===== config.mk =====
export PLATFORM = sky130hd
export DESIGN_NAME = midi_host_port
export DESIGN_NICKNAME = d
export VERILOG_FILES = /design/src/rtl/midi_pkg.sv /design/src/rtl/midi_byte_fifo.sv /design/src/rtl/midi_uart_tx.sv /design/src/rtl/midi_uart_rx.sv /design/src/rtl/midi_host_port.sv
export SDC_FILE = /design/constraint.sdc
export NUM_CORES = 1
export LEC_CHECK = 0
export ABC_AREA = 1
export BUFFER_PORTS_ARGS = -buffer_cell sky130_fd_sc_hd__buf_4
export CORE_MARGIN = 5
export CORE_UTILIZATION = 60
export CTS_BUF_LIST = sky130_fd_sc_hd__clkbuf_16
export DETAILED_ROUTE_END_ITERATION = 6
export HOLD_SLACK_MARGIN = 0.05
export PLACE_DENSITY = 0.77
export SLEW_MARGIN = 15
export SYNTH_ARGS = -nofsm -noshare
export SYNTH_HDL_FRONTEND = slang
export SYNTH_HIERARCHICAL = 1
export SYNTH_SLANG_ARGS = --single-unit

===== constraint.sdc =====
create_clock -name clk -period 5.75 [get_ports clk]
set_input_delay 0.8625 -clock clk [delete_from_list [all_inputs] [get_ports clk]]
set_output_delay 0.8625 -clock clk [all_outputs]
set_load 0.02 [all_outputs]

===== src/rtl/midi_pkg.sv =====
package midi_pkg;
  localparam logic [7:0] ACK_BYTE = 8'hFE;

  typedef enum logic [2:0] {
    RX_IDLE,
    RX_START,
    RX_DATA,
    RX_STOP,
    RX_BREAK
  } rx_state_e;
endpackage


===== src/rtl/midi_byte_fifo.sv =====
module midi_byte_fifo #(
  parameter int DEPTH = 16,
  parameter int WIDTH = 8
) (
  input  logic             clk,
  input  logic             rst_n,
  input  logic             push,
  input  logic [WIDTH-1:0] wdata,
  input  logic             pop,
  output logic [WIDTH-1:0] rdata,
  output logic             empty,
  output logic             full
);
  localparam int AW = (DEPTH > 1) ? $clog2(DEPTH) : 1;
  localparam int CW = $clog2(DEPTH + 1);
  localparam logic [AW-1:0] LAST_IDX = AW'(DEPTH - 1);
  localparam logic [CW-1:0] FULL_CNT = CW'(DEPTH);

  logic [WIDTH-1:0] mem [DEPTH];
  logic [AW-1:0]    wp_q, wp_d, rp_q, rp_d;
  logic [CW-1:0]    cnt_q, cnt_d;
  logic             do_push, do_pop;

  assign full    = (cnt_q == FULL_CNT);
  assign empty   = (cnt_q == '0);
  assign do_push = push && !full;
  assign do_pop  = pop && !empty;
  assign rdata   = mem[rp_q];

  always_comb begin
    wp_d  = wp_q;
    rp_d  = rp_q;
    cnt_d = cnt_q;
    if (do_push) wp_d = (wp_q == LAST_IDX) ? '0 : wp_q + 1'b1;
    if (do_pop)  rp_d = (rp_q == LAST_IDX) ? '0 : rp_q + 1'b1;
    case ({do_push, do_pop})
      2'b10:   cnt_d = cnt_q + 1'b1;
      2'b01:   cnt_d = cnt_q - 1'b1;
      default: cnt_d = cnt_q;
    endcase
  end

  always_ff @(posedge clk or negedge rst_n) begin
    if (!rst_n) begin
      wp_q  <= '0;
      rp_q  <= '0;
      cnt_q <= '0;
    end else begin
      wp_q  <= wp_d;
      rp_q  <= rp_d;
      cnt_q <= cnt_d;
    end
  end

  always_ff @(posedge clk) begin
    if (do_push) mem[wp_q] <= wdata;
  end

  AST_NO_OVERFLOW: assert property (@(posedge clk) disable iff (!rst_n)
    (full && push && !pop) |=> full) else $error("push into full queue changed it");
  AST_NO_UNDERFLOW: assert property (@(posedge clk) disable iff (!rst_n)
    (empty && pop && !push) |=> empty) else $error("pop from empty queue changed it");
endmodule


===== src/rtl/midi_uart_tx.sv =====
module midi_uart_tx #(
  parameter int CLKS_PER_BIT = 1600
) (
  input  logic       clk,
  input  logic       rst_n,
  input  logic       start,
  input  logic [7:0] data,
  output logic       busy,
  output logic       line
);
  localparam int CW = $clog2(CLKS_PER_BIT);
  localparam logic [CW-1:0] LAST = CW'(CLKS_PER_BIT - 1);

  logic [9:0]    sh_q, sh_d;
  logic [CW-1:0] cnt_q, cnt_d;
  logic [3:0]    bit_q, bit_d;
  logic          busy_q, busy_d;

  always_comb begin
    sh_d   = sh_q;
    cnt_d  = cnt_q;
    bit_d  = bit_q;
    busy_d = busy_q;
    if (!busy_q) begin
      if (start) begin
        busy_d = 1'b1;
        sh_d   = {1'b1, data, 1'b0};
        cnt_d  = '0;
        bit_d  = '0;
      end
    end else if (cnt_q == LAST) begin
      cnt_d = '0;
      if (bit_q == 4'd9) begin
        busy_d = 1'b0;
      end else begin
        bit_d = bit_q + 4'd1;
        sh_d  = {1'b1, sh_q[9:1]};
      end
    end else begin
      cnt_d = cnt_q + 1'b1;
    end
  end

  always_ff @(posedge clk or negedge rst_n) begin
    if (!rst_n) begin
      sh_q   <= '1;
      cnt_q  <= '0;
      bit_q  <= '0;
      busy_q <= 1'b0;
    end else begin
      sh_q   <= sh_d;
      cnt_q  <= cnt_d;
      bit_q  <= bit_d;
      busy_q <= busy_d;
    end
  end

  assign busy = busy_q;
  assign line = busy_q ? sh_q[0] : 1'b1;

  AST_TX_IDLE_HIGH: assert property (@(posedge clk) disable iff (!rst_n)
    !busy |-> line) else $error("serial line low while idle");
  AST_TX_START_LOW: assert property (@(posedge clk) disable iff (!rst_n)
    (!busy && start) |=> (busy && !line)) else $error("frame did not open with start bit");
endmodule


===== src/rtl/midi_uart_rx.sv =====
module midi_uart_rx
  import midi_pkg::*;
#(
  parameter int CLKS_PER_BIT = 1600
) (
  input  logic       clk,
  input  logic       rst_n,
  input  logic       line,
  output logic       valid,
  output logic [7:0] data
);
  localparam int CW = $clog2(CLKS_PER_BIT);
  localparam logic [CW-1:0] LAST = CW'(CLKS_PER_BIT - 1);
  localparam logic [CW-1:0] HALF = CW'(CLKS_PER_BIT / 2 - 1);

  rx_state_e     st_q, st_d;
  logic [CW-1:0] cnt_q, cnt_d;
  logic [2:0]    bit_q, bit_d;
  logic [7:0]    sh_q, sh_d;
  logic          valid_q, valid_d;
  logic          s1_q, s2_q;

  always_comb begin
    st_d    = st_q;
    cnt_d   = cnt_q;
    bit_d   = bit_q;
    sh_d    = sh_q;
    valid_d = 1'b0;
    unique case (st_q)
      RX_IDLE: begin
        if (!s2_q) begin
          st_d  = RX_START;
          cnt_d = '0;
        end
      end
      RX_START: begin
        if (cnt_q == HALF) begin
          cnt_d = '0;
          bit_d = '0;
          st_d  = s2_q ? RX_IDLE : RX_DATA;
        end else begin
          cnt_d = cnt_q + 1'b1;
        end
      end
      RX_DATA: begin
        if (cnt_q == LAST) begin
          cnt_d = '0;
          sh_d  = {s2_q, sh_q[7:1]};
          if (bit_q == 3'd7) st_d = RX_STOP;
          else               bit_d = bit_q + 3'd1;
        end else begin
          cnt_d = cnt_q + 1'b1;
        end
      end
      RX_STOP: begin
        if (cnt_q == LAST) begin
          cnt_d = '0;
          if (s2_q) begin
            valid_d = 1'b1;
            st_d    = RX_IDLE;
          end else begin
            st_d = RX_BREAK;
          end
        end else begin
          cnt_d = cnt_q + 1'b1;
        end
      end
      RX_BREAK: begin
        if (s2_q) st_d = RX_IDLE;
      end
      default: st_d = RX_IDLE;
    endcase
  end

  always_ff @(posedge clk or negedge rst_n) begin
    if (!rst_n) begin
      st_q    <= RX_IDLE;
      cnt_q   <= '0;
      bit_q   <= '0;
      sh_q    <= '0;
      valid_q <= 1'b0;
      s1_q    <= 1'b1;
      s2_q    <= 1'b1;
    end else begin
      st_q    <= st_d;
      cnt_q   <= cnt_d;
      bit_q   <= bit_d;
      sh_q    <= sh_d;
      valid_q <= valid_d;
      s1_q    <= line;
      s2_q    <= s1_q;
    end
  end

  assign valid = valid_q;
  assign data  = sh_q;

  AST_RX_VALID_PULSE: assert property (@(posedge clk) disable iff (!rst_n)
    valid |=> !valid) else $error("receive strobe longer than one cycle");
  AST_RX_BAD_STOP: assert property (@(posedge clk) disable iff (!rst_n)
    (st_q == RX_BREAK) |-> !valid) else $error("byte delivered from broken frame");
endmodule


===== src/rtl/midi_host_port.sv =====
module midi_host_port
  import midi_pkg::*;
#(
  parameter int          ADDR_W       = 16,
  parameter int          DEC_W        = 10,
  parameter logic [9:0]  BASE_ADDR    = 10'h330,
  parameter int          FIFO_DEPTH   = 16,
  parameter int          CLKS_PER_BIT = 1600
) (
  input  logic              clk,
  input  logic              rst_n,
  input  logic [ADDR_W-1:0] io_addr,
  input  logic              io_wr,
  input  logic              io_rd,
  input  logic [7:0]        io_wdata,
  output logic [7:0]        io_rdata,
  output logic              irq,
  output logic              midi_out,
  input  logic              midi_in
);
  localparam int UPPER_W = ADDR_W - DEC_W;

  logic       rs1_q, rst_i;
  logic       base_hit, tx_push, cmd_wr, data_rd, stat_rd;
  logic       tx_empty, tx_full, tx_busy, tx_start;
  logic [7:0] tx_head;
  logic       rx_empty, rx_full, rx_push, rx_pop;
  logic [7:0] rx_head, rx_push_data;
  logic       rx_valid;
  logic [7:0] rx_byte;
  logic       stash_v_q, stash_v_d;
  logic [7:0] stash_q, stash_d;
  logic [5:0] cmd_q, cmd_d;
  logic [7:0] rdata_q, rdata_d, last_q, last_d;
  logic       irq_q, irq_d;

  // reset: asserted at once, released on the clock
  always_ff @(posedge clk or negedge rst_n) begin
    if (!rst_n) begin
      rs1_q <= 1'b0;
      rst_i <= 1'b0;
    end else begin
      rs1_q <= 1'b1;
      rst_i <= rs1_q;
    end
  end

  // 10-bit decode with zero upper bits
  assign base_hit = (io_addr[ADDR_W-1:DEC_W] == UPPER_W'(0)) &&
                    (io_addr[DEC_W-1:1] == BASE_ADDR[DEC_W-1:1]);
  assign tx_push  = io_wr && base_hit && !io_addr[0];
  assign cmd_wr   = io_wr && base_hit &&  io_addr[0];
  assign data_rd  = io_rd && base_hit && !io_addr[0];
  assign stat_rd  = io_rd && base_hit &&  io_addr[0];
  assign rx_pop   = data_rd && !rx_empty;
  assign tx_start = !tx_busy && !tx_empty;

  midi_byte_fifo #(.DEPTH(FIFO_DEPTH), .WIDTH(8)) u_tx_fifo (
    .clk(clk), .rst_n(rst_i), .push(tx_push), .wdata(io_wdata),
    .pop(tx_start), .rdata(tx_head), .empty(tx_empty), .full(tx_full)
  );

  midi_uart_tx #(.CLKS_PER_BIT(CLKS_PER_BIT)) u_tx (
    .clk(clk), .rst_n(rst_i), .start(tx_start), .data(tx_head),
    .busy(tx_busy), .line(midi_out)
  );

  midi_uart_rx #(.CLKS_PER_BIT(CLKS_PER_BIT)) u_rx (
    .clk(clk), .rst_n(rst_i), .line(midi_in), .valid(rx_valid), .data(rx_byte)
  );

  midi_byte_fifo #(.DEPTH(FIFO_DEPTH), .WIDTH(8)) u_rx_fifo (
    .clk(clk), .rst_n(rst_i), .push(rx_push), .wdata(rx_push_data),
    .pop(rx_pop), .rdata(rx_head), .empty(rx_empty), .full(rx_full)
  );

  // receive-queue merge: acknowledge wins, a clashing serial byte waits a cycle
  always_comb begin
    rx_push      = 1'b0;
    rx_push_data = rx_byte;
    stash_v_d    = stash_v_q;
    stash_d      = stash_q;
    if (cmd_wr) begin
      rx_push      = 1'b1;
      rx_push_data = ACK_BYTE;
      if (rx_valid) begin
        stash_v_d = 1'b1;
        stash_d   = rx_byte;
      end
    end else if (stash_v_q) begin
      rx_push      = 1'b1;
      rx_push_data = stash_q;
      stash_v_d    = rx_valid;
      if (rx_valid) stash_d = rx_byte;
    end else if (rx_valid) begin
      rx_push = 1'b1;
    end
  end

  // host-visible registers
  always_comb begin
    cmd_d   = cmd_wr ? io_wdata[5:0] : cmd_q;
    last_d  = rx_pop ? rx_head : last_q;
    rdata_d = rdata_q;
    if (data_rd)      rdata_d = rx_empty ? last_q : rx_head;
    else if (stat_rd) rdata_d = {rx_empty, tx_full, cmd_q};
    irq_d   = data_rd ? 1'b0 : !rx_empty;
  end

  always_ff @(posedge clk or negedge rst_i) begin
    if (!rst_i) begin
      stash_v_q <= 1'b0;
      stash_q   <= '0;
      cmd_q     <= '0;
      last_q    <= '0;
      rdata_q   <= '0;
      irq_q     <= 1'b0;
    end else begin
      stash_v_q <= stash_v_d;
      stash_q   <= stash_d;
      cmd_q     <= cmd_d;
      last_q    <= last_d;
      rdata_q   <= rdata_d;
      irq_q     <= irq_d;
    end
  end

  assign io_rdata = rdata_q;
  assign irq      = irq_q;

  AST_IRQ_CLEAR: assert property (@(posedge clk) disable iff (!rst_i)
    data_rd |=> !irq) else $error("interrupt not cleared by data read");
  AST_IRQ_HAS_DATA: assert property (@(posedge clk) disable iff (!rst_i)
    irq |-> !rx_empty) else $error("interrupt with empty receive queue");
  AST_ACK_QUEUED: assert property (@(posedge clk) disable iff (!rst_i)
    (cmd_wr && !rx_full) |=> !rx_empty) else $error("command write left queue empty");
  AST_STASH_DRAIN: assert property (@(posedge clk) disable iff (!rst_i)
    (stash_v_q && !cmd_wr && !rx_valid) |=> !stash_v_q) else $error("held serial byte not drained");
  AST_CMD_BITS: assert property (@(posedge clk) disable iff (!rst_i)
    cmd_wr |=> (cmd_q == $past(io_wdata[5:0]))) else $error("command bits not recorded");
endmodule


==> flow_summary.ini <==
[clock_network]
post_cts.repair.setup_buffers = 0
cts_hold_buf = 0
tritoncts = built
clkTransAtPathRegs_ns = 0.06
cts_buffer_depth = 3
clock-sinks = 369
cts_resized = 0
root_buffer = clkbuf_16
htreeDepth = 2
clk_latency_ns = 0.54
cts_buffers = 39

[synthesis]
avgSynthCellArea_um2 = 9.179
ys.warnings.count = 6
syn_nets = 1970
postSynthCellCount = 1915
syn_area_um2 = 17580

[floorplanning]
fp.dieW_um = 181.2
initial_core_util_pct = 61.08
die_h_um = 181.2
io_pins = 39
placement_rows = 62
fp.coreArea_um2 = 28780
die_area_um2 = 32820

[sta]
timing.fmax_mhz = 314.0
holdWs_ns = 0.09858
tns_ns = 0
setup_viol = 0
fin_skew_ns = 0.02105
fin_crit_ns = 3.185
worstMarginPinSlew_ns = 1.098
rsz0062_at_grt = no
min_period_over_period_pct = 55.39
hold_viol_final = 0
slew_headroom_pct = 26.68
slew_viol_final = 0

[global_route]
grtUsageTotal_pct = 23.16
grt_pass1_vias = 12097
grt_pass1_wl_um = 61960
grt_max_degree = 85
grt.overflow.total = 0
antenna_found_initial = 0

[routing]
ant_nets = 0
dr.pass1.iters = 6
avgViaCountPerCell = 5.360
routed_wirelength_um = 38180
vias = 12607
drt_iter0_drc = 1290
wire_per_inst_um = 16.23
drc = 0

[worst_setup_path]
reg2reg_depth = 13
r2r_slack_ns = 2.93
path_class = flip-flop to output pin
cp-start-kind = flip-flop
reg2reg_from = u_tx_fifo/rp_q[0]
r2r_end = u_tx/sh_q[1]
crit_fanout = 18
cp.required_ns = 4.89
arrival_ns = 2.32
worst_setup_path_end_kind = output pin

[finish]
antennaDiodeCount = 0
drive_gt1_share_pct = 10.01
fillCellCount = 2146
nets = 1992
fin_area_um2 = 19360
syn2layout_area_growth_pct = 10.14

[placement]
place_congestion = 0.8929
placed_cell_area_um2 = 17990
hpwl_um = 24710
port_buffers = 38

[worst_hold_path]
hp-class = input port to asynchronous set/reset pin

[pwr]
p_int_mw = 4.483
p_per_area_nw_per_um2 = 296.0
p_leak_nw = 8.766
swShare_pct = 21.77
seq_power_share_pct = 50.4
p_switching_mw = 1.248
clkPwrFrac_pct = 45.6
p_comb_share_pct = 4.1
peakVddDrop_v = 0.0002894

[run]
drv_cap = 0

[status]
status = finished, final reports clean
per-stage QoR:
step           setup WS (ns)  instances  utilization, %  total power [mW]
2_1_floorplan          2.388       1915               -             3.084
3_3_place_gp           2.151       2280           62.49             3.159
3_5_place_dp           2.113       2280           62.49             3.170
4_1_cts                2.525       2352           67.27             5.775
5_1_grt                2.410       2352           67.27             5.914
6_report               2.565       2352           67.27             5.731
worst max-delay path by stage:
stage / to / start / slack (ns)
floorplan: cmd_q[0] / rst_i / 2.39
global placement: u_rx_fifo/cnt_q[4] / io_addr[6] / 2.15
detailed placement: u_rx_fifo/cnt_q[4] / io_addr[6] / 2.11
CTS: midi_out / u_tx/busy / 2.52
global route: u_rx_fifo/cnt_q[4] / io_addr[1] / 2.41
finish: midi_out / u_tx/busy / 2.56
power by group through the flow:
stage | combinational (mW) | clock (mW) | sequential (mW)
after CTS | 0.230 | 2.66 | 2.89
after detailed placement | 0.229 | 0 | 2.94
after global placement | 0.220 | 0 | 2.94
final | 0.232 | 2.61 | 2.89
after global routing | 0.258 | 2.77 | 2.89
after floorplan | 0.147 | 0 | 2.94
critical path, stage by stage, from the launching register on:
cell	delay (ns)
dfrtp_1	0.82
inv_1	0.43
or2_2	0.39
buf_4	0.16
state kept, by name, indices dropped and copies added, names as in the netlist, 3 cells and up:
name             cells
last_q               8
u_tx_fifo/wp_q       4
u_tx_fifo/cnt_q      5
u_tx_fifo/mem      128
u_rx/cnt_q          11
u_rx/bit_q           3
u_rx/st_q            3
u_tx/bit_q           4
cmd_q                6
stash_q              8
u_rx_fifo/cnt_q      5
u_rx_fifo/rp_q       4
u_rx/data            8
u_tx/sh_q            9
u_rx_fifo/wp_q       4
u_rx_fifo/mem      128
u_tx_fifo/rp_q       4
io_rdata             8
u_tx/cnt_q          11
cell type report:
type	count	area (µm²)	area share (%)
flip-flops and latches	369	10540	54.41
multi-input cells	1212	5624	29.05
clock buffers	42	1051	5.428
inverters	273	1031	5.325
well taps	384	480.5	2.482
clock inverters	30	324.1	1.674
repair buffers	42	315.3	1.629
layout by cell type (no fill, tap or decap), drive strengths merged, types with 4 or more instances in the layout:
| cell type | n |
|---|---|
| clkinv | 15 |
| dfstp | 11 |
| clkinvlp | 5 |
| nand3 | 208 |
| nor2 | 152 |
| bufinv | 5 |
| nand4 | 18 |
| ha | 24 |
| o21ai | 43 |
| xor2 | 7 |
| or2 | 4 |
| inv | 278 |
| clkbuf | 42 |
| edfxtp | 256 |
| buf | 42 |
| a21oi | 28 |
| xnor2 | 8 |
| nand2 | 702 |
| dfrtp | 102 |
per-layer routing:
metal  track usage, %  routed length [µm]
met1            32.81               16500
met2            37.44               18030
met3            3.479                2630
met4            7.265                1025
met5                0                   0
Note: power is estimated with default switching activity, not from simulation.
